<file path="config.mk">
export PLATFORM = sky130hd
export DESIGN_NAME = sqTop
export DESIGN_NICKNAME = d
export VERILOG_FILES = /design/src/rtl/sqPkg.sv /design/src/rtl/sqCtrl.sv /design/src/rtl/sqDatapath.sv /design/src/rtl/sqTop.sv
export SDC_FILE = /design/constraint.sdc
export NUM_CORES = 1
export LEC_CHECK = 0
export BUFFER_PORTS_ARGS = -buffer_cell sky130_fd_sc_hd__buf_2
export CAP_MARGIN = 20
export CORE_UTILIZATION = 35
export CTS_BUF_LIST = sky130_fd_sc_hd__clkbuf_4 sky130_fd_sc_hd__clkbuf_8 sky130_fd_sc_hd__clkbuf_16
export CTS_CLUSTER_DIAMETER = 30
export DETAILED_ROUTE_END_ITERATION = 12
export HOLD_SLACK_MARGIN = 0.08
export SLEW_MARGIN = 25
export SYNTH_ARGS = -nofsm -noshare
export SYNTH_HDL_FRONTEND = slang
export SYNTH_HIERARCHICAL = 1
export SYNTH_SLANG_ARGS = --single-unit
export TNS_END_PERCENT = 50
</file>
<file path="constraint.sdc">
create_clock -name clk -period 5.37 [get_ports clk]
set_clock_uncertainty 0.1 [all_clocks]
set_input_delay 0.537 -clock clk [delete_from_list [all_inputs] [get_ports clk]]
set_output_delay 0.537 -clock clk [all_outputs]
set_load 0.1 [all_outputs]
</file>
<file path="src/rtl/sqPkg.sv">
package sqPkg;
  typedef enum logic [2:0] {
    S_IDLE = 3'd0,
    S_RD0  = 3'd1,
    S_RD1  = 3'd2,
    S_WR0  = 3'd3,
    S_WR1  = 3'd4,
    S_WR2  = 3'd5
  } sqState_t;

  // strobes from control to datapath
  typedef struct packed {
    logic ldRdAddr;   // load read pointer into address register
    logic ldWrAddr;   // load write pointer into address register
    logic ldWrData;   // capture user write word
    logic capRead;    // capture SRAM word into output register
    logic finWrite;   // write slot done, advance write pointer
    logic driveData;  // enable data toward SRAM
  } sqStrobe_t;
endpackage

</file>
<file path="src/rtl/sqCtrl.sv">
module sqCtrl
  import sqPkg::*;
#(
  parameter int ADDR_W = 10
) (
  input  logic      clk,
  input  logic      rst,
  input  logic      wrReq,
  input  logic      rdReq,
  output sqStrobe_t stb,
  output logic      empty,
  output logic      full,
  output logic      halfFull,
  output logic      overflow,
  output logic      underflow,
  output logic      sramCeN,
  output logic      sramOeN,
  output logic      sramWeN
);
  localparam int CNT_W = ADDR_W + 1;
  localparam logic [CNT_W-1:0] CNT_FULL = {1'b1, {ADDR_W{1'b0}}};
  localparam logic [CNT_W-1:0] CNT_HALF = {2'b01, {(ADDR_W-1){1'b0}}};

  sqState_t         state, nextState;
  logic [CNT_W-1:0] occ;
  logic [CNT_W-1:0] avail;
  logic             outValid;
  logic             wrPending;
  logic             wrOk, rdOk, needFetch;

  assign empty    = (occ == '0);
  assign full     = (occ == CNT_FULL);
  assign halfFull = (occ >= CNT_HALF);
  assign wrOk     = wrReq && !full;
  assign rdOk     = rdReq && !empty;

  // words resident in SRAM that are not yet fetched
  assign avail     = occ - CNT_W'(outValid) - CNT_W'(wrPending);
  assign needFetch = !outValid && (avail != '0);

  always_comb begin
    nextState    = state;
    stb          = '0;
    stb.ldWrData = wrOk;
    case (state)
      S_IDLE: begin
        if (needFetch) begin
          nextState    = S_RD0;
          stb.ldRdAddr = 1'b1;
        end else if (wrPending) begin
          nextState    = S_WR0;
          stb.ldWrAddr = 1'b1;
        end
      end
      S_RD0: nextState = S_RD1;
      S_RD1: begin
        nextState   = S_IDLE;
        stb.capRead = 1'b1;
      end
      S_WR0: begin
        nextState     = S_WR1;
        stb.driveData = 1'b1;
      end
      S_WR1: begin
        nextState     = S_WR2;
        stb.driveData = 1'b1;
      end
      S_WR2: begin
        nextState     = S_IDLE;
        stb.driveData = 1'b1;
        stb.finWrite  = 1'b1;
      end
      default: nextState = S_IDLE;
    endcase
  end

  assign sramCeN = (state == S_IDLE);
  assign sramOeN = !((state == S_RD0) || (state == S_RD1));
  assign sramWeN = (state != S_WR1);

  always_ff @(posedge clk) begin
    if (rst) begin
      state     <= S_IDLE;
      occ       <= '0;
      outValid  <= 1'b0;
      wrPending <= 1'b0;
      overflow  <= 1'b0;
      underflow <= 1'b0;
    end else begin
      state     <= nextState;
      occ       <= occ + CNT_W'(wrOk) - CNT_W'(rdOk);
      overflow  <= wrReq && full;
      underflow <= rdReq && empty;
      if (wrOk)
        wrPending <= 1'b1;
      else if (state == S_WR2)
        wrPending <= 1'b0;
      if (rdOk)
        outValid <= 1'b0;
      else if (state == S_RD1)
        outValid <= 1'b1;
    end
  end

  a_r1_reset_clear: assert property (@(posedge clk)
    rst |=> (empty && !full && sramCeN && sramWeN && sramOeN && !overflow && !underflow));
  a_r3_count_bound: assert property (@(posedge clk) disable iff (rst)
    occ <= CNT_FULL);
  a_r4_ovf_pulse: assert property (@(posedge clk) disable iff (rst)
    (wrReq && full) |=> overflow);
  a_r4_full_kept: assert property (@(posedge clk) disable iff (rst)
    (full && wrReq && !rdReq) |=> full);
  a_r5_udf_pulse: assert property (@(posedge clk) disable iff (rst)
    (rdReq && empty) |=> underflow);
  a_r5_empty_kept: assert property (@(posedge clk) disable iff (rst)
    (empty && rdReq && !wrReq) |=> empty);
  a_r6_read_two: assert property (@(posedge clk) disable iff (rst)
    $fell(sramOeN) |=> (!sramOeN && sramWeN));
  a_r7_we_inside: assert property (@(posedge clk) disable iff (rst)
    !sramWeN |-> (!sramCeN && sramOeN));
  a_r7_we_single: assert property (@(posedge clk) disable iff (rst)
    !sramWeN |=> sramWeN);
endmodule

</file>
<file path="src/rtl/sqDatapath.sv">
module sqDatapath
  import sqPkg::*;
#(
  parameter int ADDR_W = 10,
  parameter int DATA_W = 16
) (
  input  logic              clk,
  input  logic              rst,
  input  sqStrobe_t         stb,
  input  logic [DATA_W-1:0] wrData,
  input  logic [DATA_W-1:0] sramDin,
  output logic [DATA_W-1:0] rdData,
  output logic [ADDR_W-1:0] sramAddr,
  output logic [DATA_W-1:0] sramDout,
  output logic              sramDoutEn
);
  logic [ADDR_W-1:0] rdPtr, wrPtr, addrQ;
  logic [DATA_W-1:0] wrWord, outWord;

  always_ff @(posedge clk) begin
    if (rst) begin
      rdPtr   <= '0;
      wrPtr   <= '0;
      addrQ   <= '0;
      wrWord  <= '0;
      outWord <= '0;
    end else begin
      if (stb.ldRdAddr)
        addrQ <= rdPtr;
      else if (stb.ldWrAddr)
        addrQ <= wrPtr;
      if (stb.ldWrData)
        wrWord <= wrData;
      if (stb.capRead) begin
        outWord <= sramDin;
        rdPtr   <= rdPtr + 1'b1;
      end
      if (stb.finWrite)
        wrPtr <= wrPtr + 1'b1;
    end
  end

  assign sramAddr   = addrQ;
  assign sramDout   = wrWord;
  assign sramDoutEn = stb.driveData;
  assign rdData     = outWord;

  a_r10_write_data_held: assert property (@(posedge clk) disable iff (rst)
    (stb.driveData && !stb.finWrite) |=> $stable(sramDout));
endmodule

</file>
<file path="src/rtl/sqTop.sv">
module sqTop
  import sqPkg::*;
#(
  parameter int ADDR_W = 10,
  parameter int DATA_W = 16
) (
  input  logic              clk,
  input  logic              rst,
  input  logic              wrReq,
  input  logic [DATA_W-1:0] wrData,
  input  logic              rdReq,
  output logic [DATA_W-1:0] rdData,
  output logic              empty,
  output logic              full,
  output logic              halfFull,
  output logic              overflow,
  output logic              underflow,
  output logic [ADDR_W-1:0] sramAddr,
  output logic [DATA_W-1:0] sramDout,
  output logic              sramDoutEn,
  input  logic [DATA_W-1:0] sramDin,
  output logic              sramCeN,
  output logic              sramOeN,
  output logic              sramWeN
);
  sqStrobe_t stb;

  sqCtrl #(.ADDR_W(ADDR_W)) uCtrl (
    .clk(clk), .rst(rst), .wrReq(wrReq), .rdReq(rdReq), .stb(stb),
    .empty(empty), .full(full), .halfFull(halfFull),
    .overflow(overflow), .underflow(underflow),
    .sramCeN(sramCeN), .sramOeN(sramOeN), .sramWeN(sramWeN)
  );

  sqDatapath #(.ADDR_W(ADDR_W), .DATA_W(DATA_W)) uData (
    .clk(clk), .rst(rst), .stb(stb), .wrData(wrData), .sramDin(sramDin),
    .rdData(rdData), .sramAddr(sramAddr), .sramDout(sramDout),
    .sramDoutEn(sramDoutEn)
  );

  a_r8_addr_quiet: assert property (@(posedge clk) disable iff (rst)
    !$fell(sramCeN) |-> $stable(sramAddr));
  a_r7_drive_no_oe: assert property (@(posedge clk) disable iff (rst)
    sramDoutEn |-> (sramOeN && !sramCeN));
endmodule

</file>
Word-level counts from Yosys, hierarchy flattened
Cells that the tools add are included.
- bits in registers: 80
- bits in latches: 0
- memories kept: 0
- output and inout port bits: 51
- word-level logic and storage cells: 57
- bits in writable memories: 0
- ROM bits: 0
- input bits: 36
- div/mod/pow operators: 0
- bitwise gates (word level): 0
- equality and inequality tests: 8
- add/sub/neg operators: 6
- $mul: 0
- reductions and logical operators: 17
- magnitude comparators: 1
- mux-type cells: 14
- shift operators: 0
- operator list (kind ; count):
    $sub 11x1->11 ; 3
    $add 10x1->10 const B ; 2
    $mux 10 ; 2
    $pmux 3 s4 ; 1
    $add 11x1->11 ; 1
    $eq 11x11->1 const B ; 1
    $ge 11x10->1 const B ; 1
    $logic_not 11->1 ; 1
    $reduce_bool 11->1 ; 1
    $mux 1 ; 8
    $eq 3x2->1 const B ; 2
    $eq 3x3->1 const B ; 2
    $mux 3 ; 2
    $logic_and 1x1->1 ; 5
    $logic_not 1->1 ; 4
    $reduce_bool 2->1 ; 2
    $eq 3x1->1 const B ; 1
    $logic_not 3->1 ; 1
    $ne 3x1->1 const B ; 1
    $ne 3x3->1 const B ; 1
    $reduce_or 3->1 ; 1
    $mux 2 ; 1
    $reduce_or 2->1 ; 1
    $logic_or 1x1->1 ; 1

Depth between registers and ports, before layout
Gate-level depths: netlist (run 1).
- depth in word-level cells: 8
- depth in mapped cells: 16
- depth with buffers taken out: 16

Cells and area by module
Netlist (run 1), hierarchy kept.
- modules (own cells, without submodules) (module ; sequential area each (sq um) ; times used ; area each (sq um) ; cells an instance):
    sqDatapath ; 1241.2 ; 1 ; 2484.9 ; 247
    sqCtrl ; 360.3 ; 1 ; 1686.6 ; 204

Worst setup path after synthesis (run 1)
OpenSTA, ideal clock, no wires.
- path type: reg-to-reg
- from: reg uCtrl.state[0]
- to: reg uData.addrQ[0], in the netlist uData/sramAddr[0]
- path buffers: 2
- cell stages (with the launch flop): 8
- library setup time: 128 ps
- arrival: 3672 ps
- required time: 5142 ps
- clock period less this slack: 3899 ps
- setup slack: 1471 ps
- cell sequence: dfxtp_1 clkbuf_1 nor3_1 and3_1 buf_2 mux2_2 mux2i_1 nor2_1
- RTL lines (element ; line ; text):
    start, declared ; sqCtrl.sv:24 ; sqState_t state, nextState;
    start signal, assigned ; sqCtrl.sv:90 ; state <= nextState;
    end signal, assigned ; sqDatapath.sv:29 ; addrQ <= rdPtr;
    end signal, assigned ; sqDatapath.sv:31 ; addrQ <= wrPtr;
    end, declared ; sqDatapath.sv:17 ; logic [ADDR_W-1:0] rdPtr, wrPtr, addrQ;

==> reports/metrics.cfg, run 1 <==
[outcome]
status = finished, violations left
violations = design-rule violations

[sta]
fmax_mhz = 248.9
finalSetupViolations = 0
fin_crit_sh_pct = 74.81
min_period_ns = 4.017
hold_viol = 0
layout_setup_ws_ns = 1.353
max_slew_margin_pct = 42.85
worst_pin_slew_ns = 0.8563
rsz0062_at_grt = no
drv_slew = 0
fin_setup_tns_ns = 0

[setup_path]
cp.buffers_inverters = 2
required_ns = 5.46
critPathTopFamily = adder cells
end_kind = register
reg2reg_setup_slack_ns = 1.35
endpoint = uData/sramAddr[4]
path_class = reg2reg
critPathMaxStageDelay_ns = 0.56
crit_slowest_cell = fa_1
crit_cells = 15
start_kind = register
regToRegEndpoint = uData/sramAddr[4]
regToRegStartpoint = uCtrl/occ[0]
reg2reg_depth = 15
crit_start = uCtrl/occ[0]
crit_arrival_ns = 4.11
path_max_fanout = 10
path_cells = inv_1, fa_1, inv_1, ha_1, nor2_1, ha_1, and2_1, o221ai_1, a21boi_0, xnor2_1, a41o_1, and3_1, mux2_2, mux2i_1, nor2_1

[drt]
routed_wl_um = 9252
wl_per_cell_um = 13.73
drc = 5
vias_per_cell = 5.055
initialDrtViolationCount = 169
num_vias = 3407
first_pass_iters = 8
final_antenna_net_count = 0

[power]
power.share.switching_pct = 41.62
pwr-share-seq_pct = 29.0
p_switching_mw = 1.029
power_frac_comb_pct = 47.4
clkPwrFrac_pct = 23.6
p_leak_nw = 2.245
p_int_mw = 1.444
p_per_area_nw_per_um2 = 495.0
irDropWorstVdd_mv = 0.2856

[logic_synthesis]
synthesis.nets = 520
yosysUniqueCellTypes = 53
synth_ff_type = dfxtp_1
netlist_area_sq_um = 4172
netlist_instances = 451
synth-warning-count = 6
synth_edf_count = 0
synth_seq_cells = 80
postSynthAreaPerCell_sq_um = 9.249
seq_area_frac_synth_pct = 38.39
async_reset_ff_share_pct = 0

[finish]
nets = 598
final_common_cell = buf_2
fillers = 1170
area_delta_synth_final_pct = 19.77
final_cell_mix = 86 x buf_2, 80 x dfxtp_1, 70 x nor2_1
drive_gt1_share_pct = 23.16
antenna_cells = 0

[clock_tree]
clkTransAtPathRegs_ns = 0.06
cts_sinks = 80
cts_tree = yes
ctsResizeCount = 0
cts_root_buf = clkbuf_16
post_cts_buffers = 0
ctsHoldBuffers = 0
clk_path_buf_depth = 2
h-tree-depth = 3
clock_latency_ns = 0.33
cts_buffers = 9

[grt]
antenna_found_initial = 0
grt_max_degree = 53
grt_overflow = 0
grt_pass1_wl_um = 15550
grt_pass1_vias = 3252
track_usage_pct = 15.51

[floorplanning]
core-area_sq_um = 11520
fp.dieArea_sq_um = 12360
die_y_um = 111.2
ios = 87
row_count = 39
start_util_pct = 36.22
chipWidth_um = 111.2

[min_path]
hp-class = in2reg

[placed_design]
place_ws_ns = 1.391
gpl.final_weighted_congestion = 0.8756
dpl.hpwl_um = 6790
portBuffers = 86

[job]
drv_cap = 0

## sequential cells by signal, indices dropped and copies added (netlist names)
register         count
uCtrl/overflow       1
uCtrl/state          3
uData/sramDout      16
uCtrl/wrPending      1
uCtrl/occ           11
uData/wrPtr         10
uData/rdData        16
uCtrl/underflow      1
uData/sramAddr      10
uData/rdPtr         10
uCtrl/outValid       1
## per-layer routing
| metal | vias to the layer above | GRT usage, % | part of all wire, % |
|---|---|---|---|
| li1 | 1710 | - | - |
| met1 | 1623 | 19.38 | 47 |
| met2 | 68 | 26.58 | 49 |
| met3 | 6 | 3.226 | 3.1 |
| met4 | 0 | 4.865 | 1.1 |
| met5 | - | 0 | 0 |
## cells by family after synthesis
family / Yosys count / share of synthesized area (%)
xor+xnor: 23 / 4.829
compound gates: 59 / 9.508
simple gates: 154 / 19.17
fa+ha+maj: 33 / 10.26
flops: 80 / 38.39
buf+inv: 49 / 4.859
mux: 53 / 12.99
## cell usage after synthesis, types with 9 or more instances
library cell  instances  area (sq um)
buf_2                 9         45.04
nor2_1               70         262.8
nand2_1              15         56.30
mux2i_1              44         440.4
a21oi_1              21         105.1
mux2_2                9         101.4
o21ai_0              11         55.05
inv_1                26         97.59
nand4_1              11         68.82
clkbuf_1             11         41.29
dfxtp_1              80          1602
xnor2_1              13         113.9
xor2_1               10         87.58
ha_1                 31         387.9
nand3_1              11         55.05
## final cells by class
class	count	area (sq um)	area share, %
multi-input cells	322	2379	47.61
clock buffers	10	232.7	4.658
inverters	26	97.59	1.953
well taps	143	178.9	3.581
repair buffers	90	460.4	9.216
clock inverters	3	46.29	0.9266
flip-flops and latches	80	1602	32.06
## through the flow
stage | area (sq um) | utilization (%) | std cells | hold WS (ns) | power [mW]
detailed placement | 4717 | 40.96 | 661 | 0.3790 | 1.896
global route | 4996 | 43.38 | 674 | 0.3447 | 2.641
floorplan | 4172 | - | 451 | 0.3484 | 1.686
global placement | 4717 | 40.96 | 661 | 0.3687 | 1.881
CTS | 4996 | 43.38 | 674 | 0.3361 | 2.490
finish | 4996 | 43.38 | 674 | 0.3469 | 2.473
## how the worst min path moves through the flow
stage,startpoint,endpoint,slack (ns),depth (start not counted)
5_1_grt,sramDin[13],uData/rdData[13],0.34,3
3_5_place_dp,uData/rdData[5],uData/rdData[5],0.38,2
6_report,wrData[4],uData/sramDout[4],0.35,3
4_1_cts,sramDin[11],uData/rdData[11],0.34,3
2_1_floorplan,uData/wrPtr[9],uData/wrPtr[9],0.35,2
3_3_place_gp,uData/sramDout[9],uData/sramDout[9],0.37,2
## power by group through the flow
stage / combinational (mW) / sequential [mW] / clock (mW)
2_1_floorplan: 0.847 / 0.839 / 0
3_3_place_gp: 1.15 / 0.728 / 0
3_5_place_dp: 1.17 / 0.729 / 0
4_1_cts: 1.17 / 0.716 / 0.600
5_1_grt: 1.29 / 0.724 / 0.625
6_report: 1.17 / 0.716 / 0.584
## worst register-to-register path, delay by kind of cell, from the launching register on
family | cells | cell delay, ns
muxes | 2 | 0.55
and+or+nand+nor | 4 | 0.90
AOI/OAI and AO/OA | 3 | 0.71
adders and majority gates | 3 | 0.99
xor gates and xnor gates | 1 | 0.16
DFF | 1 | 0.35
buffers and inverters | 2 | 0.13
Note: power is estimated with default switching activity, not from simulation.
==> run 2, diff against run 1 <==
ABC_AREA = 1   (was not set)
clock period = 3.7 ns   (was 5.37 ns; I/O delays follow)
==> run 2 against run 1 <==
  * Power rose by 66%
  * Critical path type unchanged
  * Area after synthesis is 2.0% higher
  * Synthesized cell count up 33%
  * Clock-buffer cell count is 5 higher
  * Highest routed layer unchanged
  * Sequential cell count unchanged
  * The flow still finishes with violations (design-rule violations)
  * Critical path depth increased by 6
  * Sequential share of layout area shrank 0.58 points
  * Combinational power rose by 82%
  * Register-to-register slack worse by 1.0 ns
  * Global-route usage rose by 1.8 points
==> reports/metrics.cfg, run 2 <==
[power]
p_per_area_nw_per_um2 = 805.4  ; +63%
report.power.total_mw = 4.097  ; +66%
p_leak_nw = 2.534  ; +13%
irDropWorstVdd_mv = 0.4148  ; +45%

[floorplanning]
fp.dieArea_sq_um = 12600  ; +1.9%
die_y_um = 112.2  ; +0.97%
chipWidth_um = 112.2  ; +0.97%
ios = 87  ; unchanged
start_util_pct = 36.63  ; +0.41 points
row_count = 39  ; unchanged
core-area_sq_um = 11610  ; +0.85%

[drt]
drc = 1  ; -4
final_antenna_net_count = 0  ; unchanged
routed_wl_um = 10460  ; +13%
wl_per_cell_um = 12.59  ; -8.3%
first_pass_iters = 8  ; unchanged
num_vias = 4031  ; +18%
vias_per_cell = 4.851  ; -4.0%
initialDrtViolationCount = 167  ; -1.2%

[finish]
fillers = 1209  ; +3.3%
antenna_cells = 0  ; unchanged
area_delta_synth_final_pct = 19.59
final_cell_mix = 128 x nor2_1, 86 x buf_2, 80 x dfxtp_1
final_common_cell = nor2_1
nets = 752  ; +26%
drive_gt1_share_pct = 18.31  ; -4.8 points

[logic_synthesis]
async_reset_ff_share_pct = 0  ; unchanged
synth_area_leaders = dfxtp_1 38%, nor2_1 11%, ha_1 9.1%
synth_ff_type = dfxtp_1
synth-warning-count = 6  ; unchanged
synthTopCellsByCount = 128 x nor2_1, 80 x dfxtp_1, 79 x inv_1, 74 x nand2_1, 61 x o21ai_0
synth_top_area_share_pct = 37.65  ; -0.75 points
synth_seq_cells = 80  ; unchanged
synth_edf_count = 0  ; unchanged
yosysTopAreaCell = dfxtp_1
synthesis.nets = 671  ; +29%
netlist_area_sq_um = 4254  ; +2.0%
postSynthAreaPerCell_sq_um = 7.067  ; -24%
seq_area_frac_synth_pct = 37.65  ; -0.75 points
post-synth-top-count-cell = nor2_1
netlist_instances = 602  ; +33%
yosysUniqueCellTypes = 33  ; -38%

[placed_design]
dpl.hpwl_um = 7770  ; +14%
portBuffers = 86  ; unchanged
gpl.final_weighted_congestion = 0.8536  ; -2.5%

[sta]
min_period_ns = 3.382  ; -0.6356 ns
finalSetupViolations = 0  ; unchanged
fin_setup_tns_ns = 0  ; unchanged
rsz0062_at_grt = no
fmax_mhz = 295.7  ; +19%
drv_slew = 0  ; unchanged
worst_pin_slew_ns = 0.8594  ; +0.003106 ns
hold_viol = 0  ; unchanged
max_slew_margin_pct = 42.26  ; -0.58 points
fin_crit_sh_pct = 91.40  ; +17 points

[grt]
track_usage_pct = 17.32  ; +1.8 points
grt_pass1_vias = 3699  ; +14%
grt_overflow = 0  ; unchanged
grt_max_degree = 50  ; -5.7%
antenna_found_initial = 0  ; unchanged
grt_pass1_wl_um = 17360  ; +12%

[clock_tree]
cts_buffers = 9  ; unchanged
ctsHoldBuffers = 0  ; unchanged
cts_sinks = 80  ; unchanged
cts_tree = yes
clkTransAtPathRegs_ns = 0.06  ; about the same
h-tree-depth = 3  ; unchanged
clk_path_buf_depth = 2  ; unchanged
post_cts_buffers = 0  ; unchanged
cts_root_buf = clkbuf_16
clock_latency_ns = 0.34  ; about the same
ctsResizeCount = 0  ; unchanged

[setup_path]
path_max_fanout = 20  ; +10
path_class = reg2reg
reg2reg_depth = 21  ; +6
required_ns = 3.86  ; -1.60 ns
end_kind = register
start_kind = register
crit_arrival_ns = 3.55  ; -0.56 ns

[min_path]
worstHoldPathCells = 3  ; unchanged
hp-class = in2reg

[outcome]
violations = design-rule violations
status = finished, violations left

[job]
drv_cap = 0  ; unchanged

## run 2: logic make-up after synthesis
group | share of synthesized area [%]
buffers and inverters | 10.00
flip-flops | 37.65
AND/OR/NAND/NOR | 26.62
XOR/XNOR | 0.6178
AO/OA/AOI/OAI | 15.06
adder cells (fa/ha/maj) | 10.06
## run 2: path summary, 6_finish.rpt
| kind | to | slack (ns) | startpoint |
|---|---|---|---|
| setup reg to reg | uData/sramAddr[4] | 0.32 | uCtrl/occ[0] |
| hold reg to reg | uData/rdData[0] | 0.39 | uData/rdData[0] |
| setup / recovery | uData/sramAddr[4] | 0.32 | uCtrl/occ[0] |
| hold / removal | uData/sramDout[4] | 0.15 | wrData[4] |
## run 2: layout make-up
class,count,area [sq um],area share [%]
multi-input combinational,422,2252,44.27
timing repair buffer,89,452.9,8.903
sequential,80,1602,31.48
clock buffer,15,289.0,5.681
tap,143,178.9,3.517
clock inverter,1,8.758,0.1722
inverter,81,304.0,5.976
## run 2: per-stage QoR
| step | area (sq um) | setup slack [ns] | instances | hold slack [ns] | util (%) |
|---|---|---|---|---|---|
| floorplan | 4277 | 0.03410 | 602 | 0.3391 | - |
| global placement | 4787 | 0.2986 | 815 | 0.3718 | 41.22 |
| detailed placement | 4787 | 0.3387 | 815 | 0.3796 | 41.22 |
| CTS | 5085 | 0.2574 | 831 | 0.1424 | 43.78 |
| global route | 5087 | 0.08363 | 831 | 0.1510 | 43.81 |
| finish | 5087 | 0.3183 | 831 | 0.1494 | 43.81 |
## run 2: critical path, cell delays in order, from the launching register on
cell and delay, ns:
dfxtp_1 0.34, inv_1 0.09, fa_1 0.58, inv_1 0.05, ha_1 0.20, nor2_4 0.12
ha_1 0.23, nand2_2 0.10, nand2_2 0.07, nand2_1 0.05, nand2_1 0.06, nand2_1 0.05
nor2_1 0.12, nand3_1 0.08, nor2_1 0.15, nand2_1 0.10, nand2_2 0.09, nor2_1 0.08
buf_4 0.21, a21oi_1 0.19, o21ai_0 0.11, a21oi_1 0.14
## run 2: layer usage
metal / track usage (%) / wire (um)
met5: 0 / 0
met4: 7.644 / 191
met3: 3.726 / 567
met2: 27.20 / 4630
met1: 22.90 / 5070
## run 2: report_power, final
part           switching [mW]  internal (mW)  total, mW
combinational            1.57          0.568       2.13
sequential             0.0901          0.993       1.08
clock                   0.346          0.535      0.881
